## config.mk

```make
export PLATFORM = sky130hd
export DESIGN_NAME = dmairq_agg
export DESIGN_NICKNAME = d
export VERILOG_FILES = /design/src/rtl/dmairq_pkg.sv /design/src/rtl/dmairq_class.sv /design/src/rtl/dmairq_rdmux.sv /design/src/rtl/dmairq_agg.sv
export SDC_FILE = /design/constraint.sdc
export NUM_CORES = 1
export LEC_CHECK = 0
export BUFFER_PORTS_ARGS = -buffer_cell sky130_fd_sc_hd__buf_2
export CAP_MARGIN = 15
export CORE_MARGIN = 3
export CORE_UTILIZATION = 55
export CTS_BUF_LIST = sky130_fd_sc_hd__clkbuf_4
export DETAILED_ROUTE_END_ITERATION = 7
export MAX_ROUTING_LAYER = met4
export PLACE_DENSITY_LB_ADDON = 0.15
export SLEW_MARGIN = 20
export SYNTH_ARGS = -nofsm -noshare
export SYNTH_HDL_FRONTEND = slang
export SYNTH_SLANG_ARGS = --single-unit
```

## constraint.sdc

```tcl
create_clock -name clk -period 2.06 [get_ports clk]
set_input_delay 0.103 -clock clk [delete_from_list [all_inputs] [get_ports clk]]
set_output_delay 0.103 -clock clk [all_outputs]
set_load 0.005 [all_outputs]
```

## src/rtl/dmairq_pkg.sv

```systemverilog
package dmairq_pkg;
  localparam int ADDR_W = 4;
  localparam int NCLS   = 3;

  localparam logic [ADDR_W-1:0] A_SUMMARY = 4'h0;
  localparam logic [ADDR_W-1:0] A_MSKD0   = 4'h1;
  localparam logic [ADDR_W-1:0] A_MASK0   = 4'h4;
  localparam logic [ADDR_W-1:0] A_RAW0    = 4'h8;
  localparam logic [ADDR_W-1:0] A_BUSY    = 4'hB;
  localparam logic [ADDR_W-1:0] A_STOP    = 4'hC;
endpackage

```

## src/rtl/dmairq_class.sv

```systemverilog
module dmairq_class #(
  parameter int NCH = 16
) (
  input  logic           clk,
  input  logic           rst,
  input  logic [NCH-1:0] evt,
  input  logic [NCH-1:0] clr,
  input  logic           mask_we,
  input  logic [NCH-1:0] mask_d,
  output logic [NCH-1:0] raw,
  output logic [NCH-1:0] mask,
  output logic [NCH-1:0] masked
);
  always_ff @(posedge clk) begin
    if (rst) begin
      raw  <= '0;
      mask <= '0;
    end else begin
      raw <= (raw & ~clr) | evt;
      if (mask_we) mask <= mask_d;
    end
  end

  assign masked = raw & mask;

  p_evt_sets_r2: assert property (@(posedge clk) disable iff (rst)
    (|evt) |=> ((raw & $past(evt)) == $past(evt)));

  p_evt_beats_clr_r6: assert property (@(posedge clk) disable iff (rst)
    (|(evt & clr)) |=> ((raw & $past(evt & clr)) == $past(evt & clr)));

  p_w1c_clears_r5: assert property (@(posedge clk) disable iff (rst)
    (|(clr & ~evt)) |=> ((raw & $past(clr & ~evt)) == '0));

  p_zero_keeps_r5: assert property (@(posedge clk) disable iff (rst)
    1'b1 |=> ((raw & $past(raw & ~clr)) == $past(raw & ~clr)));

  p_mask_hold_r4: assert property (@(posedge clk) disable iff (rst)
    !mask_we |=> $stable(mask));
endmodule

```

## src/rtl/dmairq_rdmux.sv

```systemverilog
module dmairq_rdmux
  import dmairq_pkg::*;
#(
  parameter int NCH = 16
) (
  input  logic                      clk,
  input  logic                      rst,
  input  logic [ADDR_W-1:0]         addr,
  input  logic [NCH-1:0]            summary,
  input  logic [NCLS-1:0][NCH-1:0]  masked,
  input  logic [NCLS-1:0][NCH-1:0]  mask,
  input  logic [NCLS-1:0][NCH-1:0]  raw,
  input  logic [NCH-1:0]            busy,
  output logic [NCH-1:0]            rdata
);
  logic [NCH-1:0] sel;

  always_comb begin
    sel = '0;
    if (addr == A_SUMMARY) sel = summary;
    if (addr == A_BUSY)    sel = busy;
    for (int c = 0; c < NCLS; c++) begin
      if (addr == A_MSKD0 + ADDR_W'(c)) sel = masked[c];
      if (addr == A_MASK0 + ADDR_W'(c)) sel = mask[c];
      if (addr == A_RAW0  + ADDR_W'(c)) sel = raw[c];
    end
  end

  always_ff @(posedge clk) begin
    if (rst) rdata <= '0;
    else     rdata <= sel;
  end

  p_unmapped_zero_r11: assert property (@(posedge clk) disable iff (rst)
    (addr == A_STOP || addr == 4'h7 || addr > A_STOP) |=> (rdata == '0));

  p_busy_read_r10: assert property (@(posedge clk) disable iff (rst)
    (addr == A_BUSY) |=> (rdata == $past(busy)));
endmodule

```

## src/rtl/dmairq_agg.sv

```systemverilog
module dmairq_agg
  import dmairq_pkg::*;
#(
  parameter int NCH = 16
) (
  input  logic              clk,
  input  logic              rst,
  input  logic [NCH-1:0]    evt_done,
  input  logic [NCH-1:0]    evt_erra,
  input  logic [NCH-1:0]    evt_errb,
  input  logic [NCH-1:0]    chan_busy,
  input  logic              wr_en,
  input  logic [ADDR_W-1:0] addr,
  input  logic [NCH-1:0]    wdata,
  output logic [NCH-1:0]    rdata,
  output logic              irq
);
  logic [NCLS-1:0][NCH-1:0] evt_all, clr_all, raw_all, mask_all, mskd_all;
  logic [NCLS-1:0]          mask_we;
  logic [NCH-1:0]           stop_clr, summary;

  assign evt_all[0] = evt_done;
  assign evt_all[1] = evt_erra;
  assign evt_all[2] = evt_errb;

  assign stop_clr = (wr_en && addr == A_STOP) ? wdata : '0;

  for (genvar c = 0; c < NCLS; c++) begin : g_cls
    assign clr_all[c] = stop_clr |
                        ((wr_en && addr == A_RAW0 + ADDR_W'(c)) ? wdata : '0);
    assign mask_we[c] = wr_en && (addr == A_MASK0 + ADDR_W'(c));

    dmairq_class #(.NCH(NCH)) u_cls (
      .clk     (clk),
      .rst     (rst),
      .evt     (evt_all[c]),
      .clr     (clr_all[c]),
      .mask_we (mask_we[c]),
      .mask_d  (wdata),
      .raw     (raw_all[c]),
      .mask    (mask_all[c]),
      .masked  (mskd_all[c])
    );
  end

  always_comb begin
    summary = '0;
    for (int c = 0; c < NCLS; c++) summary = summary | mskd_all[c];
  end

  always_ff @(posedge clk) begin
    if (rst) irq <= 1'b0;
    else     irq <= |summary;
  end

  dmairq_rdmux #(.NCH(NCH)) u_rd (
    .clk     (clk),
    .rst     (rst),
    .addr    (addr),
    .summary (summary),
    .masked  (mskd_all),
    .mask    (mask_all),
    .raw     (raw_all),
    .busy    (chan_busy),
    .rdata   (rdata)
  );

  p_irq_set_r8: assert property (@(posedge clk) disable iff (rst)
    (|summary) |=> irq);

  p_irq_clr_r8: assert property (@(posedge clk) disable iff (rst)
    (summary == '0) |=> !irq);

  p_stop_all_r9: assert property (@(posedge clk) disable iff (rst)
    (wr_en && addr == A_STOP) |=>
      (((raw_all[0] | raw_all[1] | raw_all[2]) &
        $past(wdata & ~(evt_done | evt_erra | evt_errb))) == '0));
endmodule

```

==> results.json, run 1 <==
{
  "synth-async-reset-ratio": 0,
  "layout-drive-gt1-share": 0.197,
  "dp_worst_setup_slack_ns": 0.253,
  "timing.critical_path.fanout_max": 4,
  "power_per_standard_cell_area_nw_per_um2": 584,
  "area_growth_syn_to_layout_pct": 36.6,
  "ant_nets": 0,
  "global_route.peak_usage_layer": "met2",
  "cts_buffer_count": 17,
  "via_per_inst": 6.36,
  "critical_path.max_stage_delay_ns": 0.50,
  "detailed_place_hpwl_um": 14300,
  "critical_path.top_delay_family": "simple AND/OR/NAND/NOR gates",
  "pin_count_of_the_biggest_net_entering_global_routing": 62,
  "grt_usage": 0.412,
  "timing.hold.ws_ns": 0.0462,
  "clock_tree_from_tritoncts": "built",
  "insertion_delay_ns": 0.54,
  "power.static_leakage_nw": 3.10,
  "total_power_mw": 4.64,
  "post_layout_nonfiller_instances": 1125,
  "peakVddDrop_uv": 586,
  "cp_data_required_time_ns": 2.47,
  "post-route-worst-setup-slack_ns": 0.264,
  "die_w_um": 109,
  "outcome": "finished, violations left",
  "num-nets-final": 1067,
  "synth_area_um2": 5820,
  "place_area_um2": 6610,
  "avgRoutedWirePerCell_um": 20.8,
  "wl_um": 23400,
  "final.period_utilization": 0.872,
  "die_area_um2": 11800,
  "report.final.slew_viol_count": 0,
  "path_cells": "a222oi_1 > nand4_1 > nor4_1 > buf_4 > nor2_1",
  "setup_violations": 0,
  "timing.final.hold_violations": 0,
  "failed_checks": "DRC",
  "synth.largest_area_cell": "dfxtp_1",
  "synth-warning-count": 0,
  "worst-path-buf-inv": 1,
  "hold_path_class": "in2reg",
  "arr_time_crit_path_ns": 2.20,
  "final_util": 0.791,
  "unrepaired_setup_endpoints_after_global_routing": "no",
  "cts.sink_count": 113,
  "synth.area.top_cells": "dfxtp_1 (39%), a21oi_1 (11%), nand2_1 (9.0%)",
  "cap_viol_max_count": 0,
  "seq_area_um2": 2260,
  "yosys_register_bits": 113,
  "edff_count_synth": 0,
  "buffer_ports.inserted": 103,
  "end_kind": "flop",
  "routed-via-count": 7154,
  "antenna-diode-count": 0,
  "cts_max_path_buffers": 2,
  "global_route.usage.met3": 0.0841,
  "grt.met2_usage": 0.653,
  "relSlewSlack": 0.391,
  "cts_resized": 0,
  "gr_util_met1": 0.487,
  "yosys.area.top_type_share": 0.389,
  "drc": 3,
  "tns_ns": 0,
  "drt-pass1-iter-count": 8,
  "yosysSeqAreaShare": 0.389,
  "layout.filler_cells": 680,
  "synth_fp_nets": 843,
  "gr-total-overflow": 0,
  "synth_cell_type_count": 46,
  "design.core.area_um2": 10000,
  "first_global_vias": 7094,
  "num_io_pins": 104,
  "grt_antenna_before_repair": 0,
  "min_period_ns": 1.80,
  "worst-slew-pin-transition_ns": 0.913,
  "ctsHtreeMaxLevel": 4,
  "initial_util": 0.579,
  "worst_clock_skew_ns": 0.0181,
  "clk_transition_reported_paths_ns": 0.10,
  "num_rows": 36,
  "worst-setup-path-type": "reg2reg",
  "post-route-cell-area_um2": 7950,
  "grt_pass1_wl_um": 36200,
  "drt-initial-drc-count": 967,
  "postSynthAreaPerCell_um2": 7.70,
  "clock_tree.root_cell": "clkbuf_4",
  "multi_input_comb_area_um2": 3220,
  "max_freq_mhz": 557,
  "routabilityCongestion": 1.03,
  "worst_setup_path_start_kind": "flop",
  "timing.critical_path.slowest_stage_cell": "a222oi_1",
  "synthesis.instances": 756,
  "placed_cells": 981,
  "die_h_um": 109,
  "synth_flop_cell": "dfxtp_1"
}
==> repair_timing <==
item / CTS / global route
buffers inserted: 0 / 0
hold buffers: 113 / 0
endpoints found under the hold margin: 97 / 0
==> final cells by class <==
type,instances,share of cell area
clock buffer,22,0.0208
clock inverter,9,0.00551
inverter,17,0.00803
multi-input combinational,568,0.405
sequential,113,0.285
tap,133,0.0209
timing repair buffer,263,0.255
==> synthesized netlist by cell type, types with 2 or more instances <==
cell,count
a22oi_1,14
o22ai_1,14
nor3b_1,17
clkbuf_1,25
inv_1,15
nand4_1,4
inv_2,2
o221ai_1,18
buf_2,21
nor2_1,95
o221a_2,4
a222oi_1,16
a211oi_1,14
a221oi_1,2
a31oi_1,2
mux2i_1,16
buf_6,5
a21o_1,2
buf_4,3
dfxtp_1,113
o21ai_0,12
nor2b_1,5
o221a_1,10
a2bb2oi_1,14
a21oi_1,131
buf_1,4
nand2_1,139
o21ai_1,6
and2_1,16
==> metal layers <==
metal	routed length (um)	vias to the layer above	share of wire
li1	-	3169	-
met1	8780	3288	0.38
met2	10800	541	0.46
met3	2480	156	0.11
met4	1340	0	0.057
met5	0	-	0
==> cell usage in the layout (no fill, tap or decap), drive strengths merged, types with 8 or more instances in the layout <==
cell type | netlist | routed
nand2 | 139 | 139
clkbuf | 25 | 22
o221ai | 18 | 18
dlygate4sd3 | 0 | 113
a22oi | 14 | 14
a2bb2oi | 14 | 14
o21ai | 18 | 18
clkinv | 0 | 8
inv | 17 | 17
buf | 33 | 150
nor2 | 95 | 95
a21oi | 131 | 131
a222oi | 16 | 16
o221a | 14 | 14
o22ai | 14 | 14
nor3b | 19 | 19
dfxtp | 113 | 113
and2 | 16 | 16
a211oi | 14 | 14
mux2i | 16 | 16
==> power breakdown <==
part	switching, mW	leakage, nW	internal (mW)
registers	0.106	0.929	2.28
clock network	0.842	0.126	0.513
logic	0.448	2.04	0.446
total	1.40	3.10	3.24
==> logic make-up after synthesis <==
logic type,share of synthesized area
compound gates,0.298
buf+inv,0.0613
flops,0.389
mux,0.0275
simple gates,0.225
==> final timing paths <==
kind | start | endpoint | slack, ns | cells after the start
hold reg to reg | g_cls[1].u_cls.mask[5] | g_cls[1].u_cls.mask[5] | 0.48 | 2
hold / removal | chan_busy[9] | u_rd.rdata[9] | 0.05 | 4
setup reg to reg | g_cls[1].u_cls.raw[11] | irq | 0.26 | 5
setup / recovery | g_cls[1].u_cls.raw[11] | irq | 0.26 | 5
==> registers in the layout, summed over array words and instances, names as in the netlist <==
signal / flops
g_cls.u_cls.mask: 48
irq: 1
g_cls.u_cls.raw: 48
u_rd.rdata: 16
==> worst reg2reg max path, stage by stage (launching register included) <==
cell and delay, ns:
dfxtp_1 0.36, a222oi_1 0.50, nand4_1 0.23, nor4_1 0.36
buf_4 0.18, nor2_1 0.04
Power figures use the tool's default switching activity.
==> run 2: changes to the inputs <==
--- a/config.mk
+++ b/config.mk
@@ -16,4 +16,5 @@
 export SLEW_MARGIN = 20
 export SYNTH_ARGS = -nofsm -noshare
 export SYNTH_HDL_FRONTEND = slang
+export SYNTH_HIERARCHICAL = 1
 export SYNTH_SLANG_ARGS = --single-unit
==> results.json, run 2 <==
{
  "synth-warning-count": 6,
  "synth_common_cells": "dfxtp_1 (113), nor2_1 (100), a21oi_1 (93), and2_1 (83), o21ai_0 (56)",
  "avgRoutedWirePerCell_um": 16.9,
  "unrepaired_setup_endpoints_after_global_routing": "no",
  "cts_buffer_count": 17,
  "seqPwrFrac": 0.477,
  "synth-async-reset-ratio": 0,
  "post-route-cell-area_um2": 8580,
  "antenna-diode-count": 0,
  "total_power_mw": 4.98,
  "cap_viol_max_count": 0,
  "ctsHtreeMaxLevel": 4,
  "drc": 0,
  "gr-total-overflow": 0,
  "clock_tree.root_cell": "clkbuf_4",
  "worst_clock_skew_ns": 0.0111,
  "edff_count_synth": 0,
  "worst-slew-pin-transition_ns": 1.00,
  "clock_tree_from_tritoncts": "built",
  "synth.largest_area_cell": "dfxtp_1",
  "dp_worst_setup_slack_ns": 0.214,
  "num_rows": 40,
  "report.final.slew_viol_count": 0,
  "grt_pass1_wl_um": 33700,
  "cts_max_path_buffers": 2,
  "routed-via-count": 6874,
  "power.static_leakage_nw": 3.67,
  "grt_antenna_before_repair": 0,
  "cp_data_required_time_ns": 2.47,
  "peakVddDrop_uv": 480,
  "timing.critical_path.fanout_max": 3,
  "cts.sink_count": 113,
  "synth_most_common_cell": "dfxtp_1",
  "power.combinational.fraction": 0.179,
  "buffer_ports.inserted": 103,
  "timing.critical_path.slowest_stage_cell": "nor4_1",
  "critical_path.max_stage_delay_ns": 0.52,
  "top_flop_regs": "g_cls.u_cls/mask (48), g_cls.u_cls/raw (48), u_rd/rdata (16)",
  "cell_internal_pwr_mw": 3.56,
  "num_io_pins": 104,
  "initial_util": 0.569,
  "path_cells": "and2_1 > or3_1 > nor4_1 > buf_4 > a31oi_1",
  "final_common_cell": "dfxtp_1",
  "net-switching-power_mw": 1.42,
  "place_area_um2": 7560,
  "postSynthAreaPerCell_um2": 7.68,
  "design.core.area_um2": 12100,
  "layout-drive-gt1-share": 0.182,
  "critical_path.top_delay_family": "simple AND/OR/NAND/NOR gates",
  "synth_fp_nets": 985,
  "yosys.area.top_type_share": 0.328,
  "die_h_um": 118,
  "synth.area.top_cells": "dfxtp_1 (33%), and2_1 (7.5%), mux2i_1 (7.0%)",
  "synth_cell_type_count": 58,
  "cts_resized": 0,
  "pin_count_of_the_biggest_net_entering_global_routing": 51,
  "ant_nets": 0,
  "clock_power_share": 0.344,
  "setup_violations": 0,
  "layout.filler_cells": 1043,
  "grt_usage": 0.312,
  "timing.final.hold_violations": 0,
  "die_area_um2": 13900,
  "final.period_utilization": 0.920,
  "yosysSeqAreaShare": 0.328,
  "via_per_inst": 5.51,
  "clk_transition_reported_paths_ns": 0.11,
  "power_per_standard_cell_area_nw_per_um2": 580,
  "worst_setup_path_start_kind": "flop",
  "die_w_um": 118,
  "synth_flop_cell": "dfxtp_1",
  "end_kind": "flop",
  "worst-setup-path-type": "reg2reg",
  "wl_um": 21100,
  "first_global_vias": 6454,
  "worst-path-buf-inv": 1,
  "tns_ns": 0,
  "max_freq_mhz": 528,
  "relSlewSlack": 0.330,
  "routabilityCongestion": 0.970,
  "yosys_register_bits": 113,
  "detailed_place_hpwl_um": 15000,
  "layout_common_cells": "dfxtp_1 (113), buf_2 (102), nor2_1 (100)",
  "num-nets-final": 1155,
  "synth_area_um2": 6890,
  "hold_path_class": "in2reg",
  "outcome": "finished, final reports clean",
  "sw_frac_of_total": 0.286,
  "post-route-worst-setup-slack_ns": 0.164,
  "min_period_ns": 1.90,
  "synthesis.instances": 898,
  "drt-initial-drc-count": 900,
  "insertion_delay_ns": 0.54,
  "drt-pass1-iter-count": 6,
  "area_growth_syn_to_layout_pct": 24.5,
  "arr_time_crit_path_ns": 2.31
}
==> run 2: cell count changes in the layout (fill, tap and decap cells not counted), moves of 38 or more <==
cell           delta
nand2b_1         +51
dlygate4sd3_1    -40
and2_1           +67
a21oi_1          -38
o21ai_0          +44
nand2_1          -92
==> run 2: logic make-up (layout without fill, tap and decap cells) <==
group / Yosys count / count (layout) / synth area share
multiplexers: 48 / 48 / 0.0697
AO/OA/AOI/OAI: 256 / 256 / 0.225
AND/OR/NAND/NOR: 365 / 365 / 0.287
XOR/XNOR: 2 / 2 / 0.00254
buffers and inverters: 114 / 296 / 0.0880
flip-flops: 113 / 113 / 0.328
==> run 2: per-stage QoR <==
step,std cells,util,hold slack (ns)
global placement,1144,0.625,0.338
detailed placement,1144,0.625,0.341
CTS,1248,0.708,0.0271
global route,1248,0.708,0.0657
finish,1248,0.708,0.0561
floorplan,898,-,0.172
==> run 2: power groups by stage <==
stage          clock [mW]  sequential (mW)  combinational (mW)
2_1_floorplan           0             2.39               0.490
3_3_place_gp            0             2.42               0.755
3_5_place_dp            0             2.42               0.763
4_1_cts              1.75             2.37               0.868
5_1_grt              1.85             2.39               0.980
6_report             1.71             2.38               0.891
==> run 2: final timing paths <==
check | from | to | slack, ns | cells after the start
hold / removal | chan_busy[13] | u_rd/rdata[13] | 0.06 | 5
setup / recovery | g_cls[1].u_cls/raw[1] | irq | 0.16 | 5
hold reg to reg | g_cls[0].u_cls/raw[14] | g_cls[0].u_cls/raw[14] | 0.50 | 2
setup reg to reg | g_cls[1].u_cls/raw[1] | irq | 0.16 | 5
==> run 2: layout make-up <==
class,count,area (um2),area share
clock inverters,12,141,0.0165
clock buffers,19,143,0.0166
flip-flops and latches,113,2260,0.264
well taps,168,210,0.0245
repair buffers,213,1590,0.185
multi-input cells,671,4040,0.471
inverters,52,195,0.0228
==> run 2: timing repair <==
action | 4_1_cts | 5_1_grt
buffers inserted | 0 | 0
hold buffers | 73 | 0
endpoints found under the hold margin | 100 | 0
==> run 2: tightest hold or removal path: cells and delay by family <==
family                 cells  cell delay (ns)
buffers and inverters      1             0.10
and+or+nand+nor            1             0.05
AOI/OAI and AO/OA          3             0.31
==> run 2: metal layers <==
| metal | GRT usage | share of wire | vias up |
|---|---|---|---|
| met1 | 0.445 | 0.47 | 3100 |
| met4 | 0.0821 | 0.015 | 0 |
| li1 | - | - | 3417 |
| met3 | 0.0918 | 0.10 | 25 |
| met2 | 0.428 | 0.41 | 332 |
| met5 | - | 0 | - |
==> run 3: changes to the inputs <==
--- a/config.mk
+++ b/config.mk
@@ -8,7 +8,7 @@
 export BUFFER_PORTS_ARGS = -buffer_cell sky130_fd_sc_hd__buf_2
 export CAP_MARGIN = 15
 export CORE_MARGIN = 3
-export CORE_UTILIZATION = 55
+export CORE_UTILIZATION = 54
 export CTS_BUF_LIST = sky130_fd_sc_hd__clkbuf_4
 export DETAILED_ROUTE_END_ITERATION = 7
 export MAX_ROUTING_LAYER = met4
==> constraint.sdc (replaced) <==
create_clock -name clk -period 1.5 [get_ports clk]
set_input_delay 0.075 -clock clk [delete_from_list [all_inputs] [get_ports clk]]
set_output_delay 0.075 -clock clk [all_outputs]
set_load 0.005 [all_outputs]
==> results.json, run 3 (synthesized netlist as in run 2, its figures left out) <==
{
  "first_global_vias": 7620,
  "drt-initial-drc-count": 1040,
  "num_rows": 40,
  "area_growth_syn_to_layout_pct": 48.6,
  "timing.critical_path.slowest_stage_cell": "or4b_1",
  "unrepaired_setup_endpoints_after_global_routing": "yes",
  "post_route_m1_wl_um": 11100,
  "net-switching-power_mw": 2.20,
  "power_per_standard_cell_area_nw_per_um2": 753,
  "critical_path.max_stage_delay_ns": 0.43,
  "power.combinational.fraction": 0.223,
  "die_h_um": 119,
  "die_w_um": 119,
  "sw_frac_of_total": 0.286,
  "final_common_cell": "buf_4",
  "clock_tree_from_tritoncts": "built",
  "cts_max_path_buffers": 2,
  "timing.hold.ws_ns": 0.0359,
  "met2_wirelength_um": 11500,
  "arr_time_crit_path_ns": 2.19,
  "initial_util": 0.562,
  "insertion_delay_ns": 0.55,
  "clk_transition_reported_paths_ns": 0.11,
  "design.core.area_um2": 12300,
  "met3WireLength_um": 2950,
  "clock_tree.root_cell": "clkbuf_4",
  "top_flop_regs": "g_cls.u_cls/mask (48), g_cls.u_cls/raw (48), u_rd/rdata (16)",
  "ctsHtreeMaxLevel": 4,
  "post_layout_nonfiller_instances": 1416,
  "placed_cells": 1287,
  "layout.filler_cells": 787,
  "worst_clock_skew_ns": 0.0162,
  "cell_internal_pwr_mw": 5.51,
  "drc": 0,
  "final.period_utilization": 1.15,
  "end_kind": "flop",
  "final_util": 0.836,
  "worst_setup_path_start_kind": "flop",
  "maxUsedRoutingLayer": "met4",
  "clock_power_share": 0.357,
  "report.final.slew_viol_count": 0,
  "detailed_place_hpwl_um": 17600,
  "min_period_ns": 1.72,
  "setup_violations": 8,
  "die_area_um2": 14200,
  "routabilityCongestion": 1.02,
  "relSlewSlack": 0.723,
  "cts_buffer_count": 17,
  "power.static_leakage_nw": 4.57,
  "routed-via-count": 7933,
  "grt_pass1_wl_um": 40000,
  "multi_input_comb_area_um2": 4230,
  "total_power_mw": 7.71,
  "seqPwrFrac": 0.420,
  "worst-slew-pin-transition_ns": 0.416,
  "via_per_inst": 5.60,
  "seq_area_um2": 2300,
  "max_freq_mhz": 581,
  "cp_data_required_time_ns": 1.97,
  "drt-pass1-iter-count": 7,
  "critical_path.top_delay_family": "simple AND/OR/NAND/NOR gates",
  "gr-total-overflow": 0,
  "cap_viol_max_count": 0,
  "num_io_pins": 104,
  "wl_um": 26200,
  "peakVddDrop_uv": 856,
  "avgRoutedWirePerCell_um": 18.5,
  "post-route-worst-setup-slack_ns": -0.222,
  "timing.final.hold_violations": 0,
  "timing.critical_path.fanout_max": 2,
  "buffer_ports.inserted": 103,
  "outcome": "finished, violations left",
  "worst-setup-path-type": "reg2reg",
  "num-nets-final": 1322,
  "layout-drive-gt1-share": 0.342,
  "hold_path_class": "in2reg",
  "path_cells": "and2_4 > or3_4 > or4b_1 > a21oi_1 > o32a_1 > o21ai_1 > a221oi_2",
  "antenna-diode-count": 0,
  "pin_count_of_the_biggest_net_entering_global_routing": 39,
  "worst-path-buf-inv": 0,
  "cts.sink_count": 113,
  "grt_antenna_before_repair": 0,
  "layout_common_cells": "buf_4 (173), buf_2 (101), nor2_1 (100)",
  "grt_usage": 0.367,
  "ant_nets": 0,
  "failed_checks": "setup timing"
}
## run 3: cell types whose count changed in the layout (fill, tap and decap cells not counted), moves of 21 or more
cell | before | now
dlygate4sd3_1 | 73 | 95
and2_1 | 83 | 62
dfxtp_2 | 0 | 31
and2_4 | 0 | 21
dfxtp_1 | 113 | 82
buf_4 | 33 | 173
## run 3: path summary, 6_finish.rpt
path / startpoint / end / slack, ns / cells after the start
worst min-delay path: chan_busy[15] / u_rd/rdata[15] / 0.04 / 5
worst min register to register: g_cls[2].u_cls/raw[9] / g_cls[2].u_cls/raw[9] / 0.52 / 2
worst max register to register: g_cls[1].u_cls/raw[3] / u_rd/rdata[3] / -0.22 / 7
worst max-delay path: g_cls[1].u_cls/raw[3] / u_rd/rdata[3] / -0.22 / 7
## run 3: repair_timing
action                                 4_1_cts  5_1_grt
hold buffers                                95        0
pin swaps                                   13       31
resized for setup                           28       66
setup buffers                                0        2
setup endpoints to repair                   14       20
endpoints found under the hold margin      106        0
## run 3: cell type report
cell class,count,area share
clock buffers,17,0.0125
clock inverters,15,0.0210
inverters,52,0.0190
multi-input cells,671,0.413
flip-flops and latches,113,0.225
well taps,168,0.0205
repair buffers,380,0.289
## run 3: power groups by stage
stage / clock network (mW) / logic (mW) / registers [mW]
6_report: 2.75 / 1.72 / 3.24
3_3_place_gp: 0 / 1.38 / 3.28
2_1_floorplan: 0 / 0.673 / 3.28
4_1_cts: 2.76 / 1.62 / 3.22
5_1_grt: 2.91 / 1.84 / 3.25
3_5_place_dp: 0 / 1.40 / 3.28
## run 3: worst register-to-register path, delay by kind of cell, from the launching register on
kind             cells  cell delay (ns)
AO/OA/AOI/OAI        4             0.59
AND/OR/NAND/NOR      3             0.71
flip-flops           1             0.36
## run 3: routing by layer
| layer | vias up | global-route usage |
|---|---|---|
| li1 | 3754 | - |
| met4 | 0 | 0.110 |
| met5 | - | - |
| met1 | 3619 | 0.497 |
| met3 | 63 | 0.0954 |
| met2 | 497 | 0.539 |
## run 3: through the flow
stage                     setup WS (ns)  cell area (um2)  TNS [ns]
after floorplan                  -0.128             6910    -0.152
after global placement           -0.147             8710     -1.28
after detailed placement         -0.167             8710     -2.26
after CTS                        -0.190            10100    -0.454
after global routing             -0.248            10200    -0.887
final                            -0.222            10200    -0.611
